## src/rtl/pe_scan.sv

```systemverilog
module pe_scan #(
    parameter int W = 8,
    localparam int IW = $clog2(W)
) (
    input  logic [W-1:0]  hit,
    output logic [IW-1:0] pos,
    output logic          found
);
    // the highest-index hit wins: later iterations overwrite earlier ones
    always_comb begin
        pos   = '0;
        found = 1'b0;
        for (int i = 0; i < W; i++) begin
            if (hit[i]) begin
                pos   = IW'(i);
                found = 1'b1;
            end
        end
    end
endmodule

```

## src/rtl/pe_slice.sv

```systemverilog
module pe_slice #(
    parameter int W = 8,
    localparam int IW = $clog2(W)
) (
    input  logic [W-1:0]  req_n,
    input  logic          ei_n,
    output logic [IW-1:0] a_n,
    output logic          gs_n,
    output logic          eo_n
);
    logic [IW-1:0] pos;
    logic          found;
    logic          active;

    pe_scan #(.W(W)) u_scan (
        .hit   (~req_n),
        .pos   (pos),
        .found (found)
    );

    assign active = ~ei_n;

    always_comb begin
        if (active && found) begin
            a_n  = ~pos;
            gs_n = 1'b0;
            eo_n = 1'b1;
        end else begin
            a_n  = '1;
            gs_n = 1'b1;
            eo_n = ~active;   // low only when enabled and idle
        end
    end
endmodule

```

## src/rtl/pe_merge.sv

```systemverilog
module pe_merge #(
    parameter int SLICES = 2,
    parameter int IW     = 3,
    localparam int SW    = $clog2(SLICES),
    localparam int CW    = SW + IW
) (
    input  logic [SLICES*IW-1:0] a_n_all,
    input  logic [SLICES-1:0]    gs_n_all,
    output logic [CW-1:0]        code,
    output logic                 any_req
);
    logic [IW-1:0] low_bits;
    logic [SW-1:0] slice_id;

    always_comb begin
        low_bits = '1;
        slice_id = '0;
        for (int k = 0; k < SLICES; k++) begin
            low_bits = low_bits & a_n_all[k*IW +: IW];
            if (!gs_n_all[k]) slice_id = slice_id | SW'(k);
        end
    end

    assign code    = {slice_id, ~low_bits};
    assign any_req = ~&gs_n_all;
endmodule

```

## src/rtl/prio_enc_cascade.sv

```systemverilog
module prio_enc_cascade #(
    parameter int SLICE_W = 8,
    parameter int SLICES  = 2,
    localparam int IW     = $clog2(SLICE_W),
    localparam int SW     = $clog2(SLICES),
    localparam int N      = SLICE_W * SLICES,
    localparam int CW     = SW + IW
) (
    input  logic [N-1:0]  req_n,
    input  logic          en_n,
    output logic [CW-1:0] code,
    output logic          any_req,
    output logic          eo_n
);
    logic [SLICES:0]       chain_n;
    logic [SLICES*IW-1:0]  a_n_all;
    logic [SLICES-1:0]     gs_n_all;

    // the most important slice receives the external enable
    assign chain_n[SLICES] = en_n;

    for (genvar k = 0; k < SLICES; k++) begin : g_slice
        pe_slice #(.W(SLICE_W)) u_slice (
            .req_n (req_n[k*SLICE_W +: SLICE_W]),
            .ei_n  (chain_n[k+1]),
            .a_n   (a_n_all[k*IW +: IW]),
            .gs_n  (gs_n_all[k]),
            .eo_n  (chain_n[k])
        );
    end

    pe_merge #(.SLICES(SLICES), .IW(IW)) u_merge (
        .a_n_all  (a_n_all),
        .gs_n_all (gs_n_all),
        .code     (code),
        .any_req  (any_req)
    );

    assign eo_n = chain_n[0];
endmodule

```

## config.mk

```make
export PLATFORM = sky130hd
export DESIGN_NAME = prio_enc_cascade
export DESIGN_NICKNAME = d
export VERILOG_FILES = /design/src/rtl/pe_scan.sv /design/src/rtl/pe_slice.sv /design/src/rtl/pe_merge.sv /design/src/rtl/prio_enc_cascade.sv
export SDC_FILE = /design/constraint.sdc
export NUM_CORES = 1
export LEC_CHECK = 0
export BUFFER_PORTS_ARGS = -buffer_cell sky130_fd_sc_hd__clkbuf_2
export CORE_AREA = 2 2 39 41
export DETAILED_ROUTE_END_ITERATION = 10
export DIE_AREA = 0 0 41 43
export GPL_TIMING_DRIVEN = 0
export SETUP_SLACK_MARGIN = 0.02
export SLEW_MARGIN = 10
export SYNTH_ARGS = -nofsm -noshare
export SYNTH_HDL_FRONTEND = slang
export SYNTH_SLANG_ARGS = --single-unit
```

## constraint.sdc

```tcl
create_clock -name vclk -period 1.6
set_input_delay 0.48 -clock vclk [all_inputs]
set_output_delay 0.48 -clock vclk [all_outputs]
set_load 0.01 [all_outputs]
```

==> flow_summary.toml <==
[cells_and_area]
fillCellCount = 150
drive_gt1_frac = 0.613
area_delta_synth_final_pct = 153
seq_area_um2 = 0
final_util = 0.357
fin_cells = 78
finalNetCount = 81
diodes = 0
multi_input_area_um2 = 201
clkbuf_count = 0
seq_cells = 0

[power_and_ir_drop]
power_frac_comb = 1.000
power.density_nw_per_um2 = 215
p_leak_uw = 0.000242
intPower_uw = 62.2
sequentialPowerShare = 0
clock_power_share = 0
p_sw_uw = 43.9
switching_share = 0.414
vdd_drop_max_mv = 0.0796

[timing]
hold_viol = 0
finalCritPeriodShare = 1.13
final-max-slew-violation-count = 0
rsz0062_at_grt = "yes"
setup_slack_ns = -0.205
setup_viol = 5
finalCriticalPeriod_ns = 1.81
max_freq_mhz = 554
relSlewSlack = 0.857
worstMarginPinSlew_ns = 0.214

[place]
dpl.cell_count = 73
place.gp.congestion = 0.610
io_buffers = 23
place_ws_ns = -0.248
dp_hpwl_um = 568

[die]
start_util = 0.141
fp.coreArea_um2 = 1380
die_h_um = 43
fp.dieArea_um2 = 1760
io-pin-count = 23
rows = 14
dieWidth_um = 41

[detailed_routing]
wire_per_inst_um = 9.26
drtAntennaViolNets = 0
first_iter_violations = 6
drc = 0
routed_wl_um = 722
vias = 332
drt_first_pass_iters = 4
viasPerCell = 4.26

[critical_path]
cp_top_family = "simple AND/OR/NAND/NOR gates"
setup.worst_path.end_class = "output port"
start_kind = "primary input"
cp_max_fo = 3
worst-setup-path-type = "in2out"
crit_path_max_incr_delay_ns = 0.22
crit_slowest_cell = "nor3_4"
required_ns = 1.12
crit_arrival_ns = 1.33
worst-path-buf-inv = 2
crit_chain = "buf_8, nand4_4, nor3_4, o21ai_2, o22ai_2, buf_2"

[synthesis]
synthXorXnorAreaFrac = 0
seq_area_frac_synth = 0
synth_cell_type_count = 14
synth_top_family_by_area = "simple AND/OR/NAND/NOR gates"
synth_common_cells = "6 x inv_1, 6 x nand2_1, 4 x a31oi_1, 4 x o21ai_0, 3 x nor2_1"
syn_area_per_cell_um2 = 5.74
netlist_area_um2 = 195
syn-num-nets = 51
synthTopCellsByArea = "a31oi_1 13%, nand4_2 13%, inv_1 12%"
synthCells = 34
yosysTopAreaCell = "a31oi_1"
synth_mux_area_frac = 0
synthSimpleGateAreaFrac = 0.449
synth-compound-area-share = 0.397
yosys.area_share.adder = 0
synth_top_area_frac = 0.128
yosys_warnings = 0

[run_status]
violations = "negative setup slack"
outcome = "finished, violations left"

[global_route]
grt_pass1_vias = 253
grt_start_max_net_pins = 5
grt_first_pass_wirelength_um = 959
track_usage = 0.0740
grt.overflow.total = 0
antenna_found_initial = 0

[flow_run]
max_cap_violations = 0

[worst_hold_path]
min_path_type = "in2out"

[clock_network]
postCtsHoldBufs = 0
## layout by cell type, fill, tap and decap left out, drive strengths merged
cell / netlist / routed
a31oi: 4 / 4
o21ai: 5 / 5
a21oi: 1 / 1
nand4: 4 / 4
buf: 1 / 17
o22ai: 2 / 2
clkbuf: 0 / 12
nor2: 3 / 3
inv: 6 / 6
nor3: 1 / 1
nand2: 6 / 6
or2: 1 / 1
## timing repair
action                     CTS  global route
setup buffers                3             3
setup endpoints to repair    6             6
resized for setup           11            16
cloned                       0             0
pin swaps                    7             7
## power by group through the flow
| stage | clock network, µW | logic, µW | registers [µW] |
|---|---|---|---|
| 4_1_cts | 0 | 92.1 | 0 |
| 2_1_floorplan | 0 | 29.9 | 0 |
| 6_report | 0 | 106 | 0 |
| 3_5_place_dp | 0 | 72.6 | 0 |
| 3_3_place_gp | 0 | 71.2 | 0 |
| 5_1_grt | 0 | 114 | 0 |
## metal layers
metal	GRT usage	vias up	part of all wire
li1	-	178	-
met4	0	0	0
met1	0.0857	140	0.40
met5	0	-	0
met3	0.00524	0	0.083
met2	0.144	14	0.52
## stage by stage
| step | instance area, µm² | hold slack [ns] | power [µW] | setup TNS, ns |
|---|---|---|---|---|
| after floorplan | 210 | 1.01 | 29.9 | 0 |
| after global placement | 345 | 1.23 | 71.2 | -0.777 |
| after detailed placement | 345 | 1.23 | 72.6 | -0.866 |
| after CTS | 434 | 1.26 | 92.1 | -0.626 |
| after global routing | 494 | 1.28 | 114 | -0.824 |
| final | 494 | 1.25 | 106 | -0.569 |
## cells by family (layout without fill, tap and decap cells)
kind of cell | count (synthesis) | after routing
AO/OA/AOI/OAI | 12 | 12
AND/OR/NAND/NOR | 15 | 15
buffers and inverters | 7 | 35
## final cells by class
cell class,count,area share
timing repair buffer,29,0.506
tap,16,0.0405
inverter,6,0.0456
multi-input combinational,27,0.408
## final timing paths
path,end,cells past startpoint,slack [ns],start
worst max-delay path,code[0],6,-0.21,req_n[11]
worst min-delay path,code[2],3,1.25,en_n
Power figures use the tool's default switching activity.
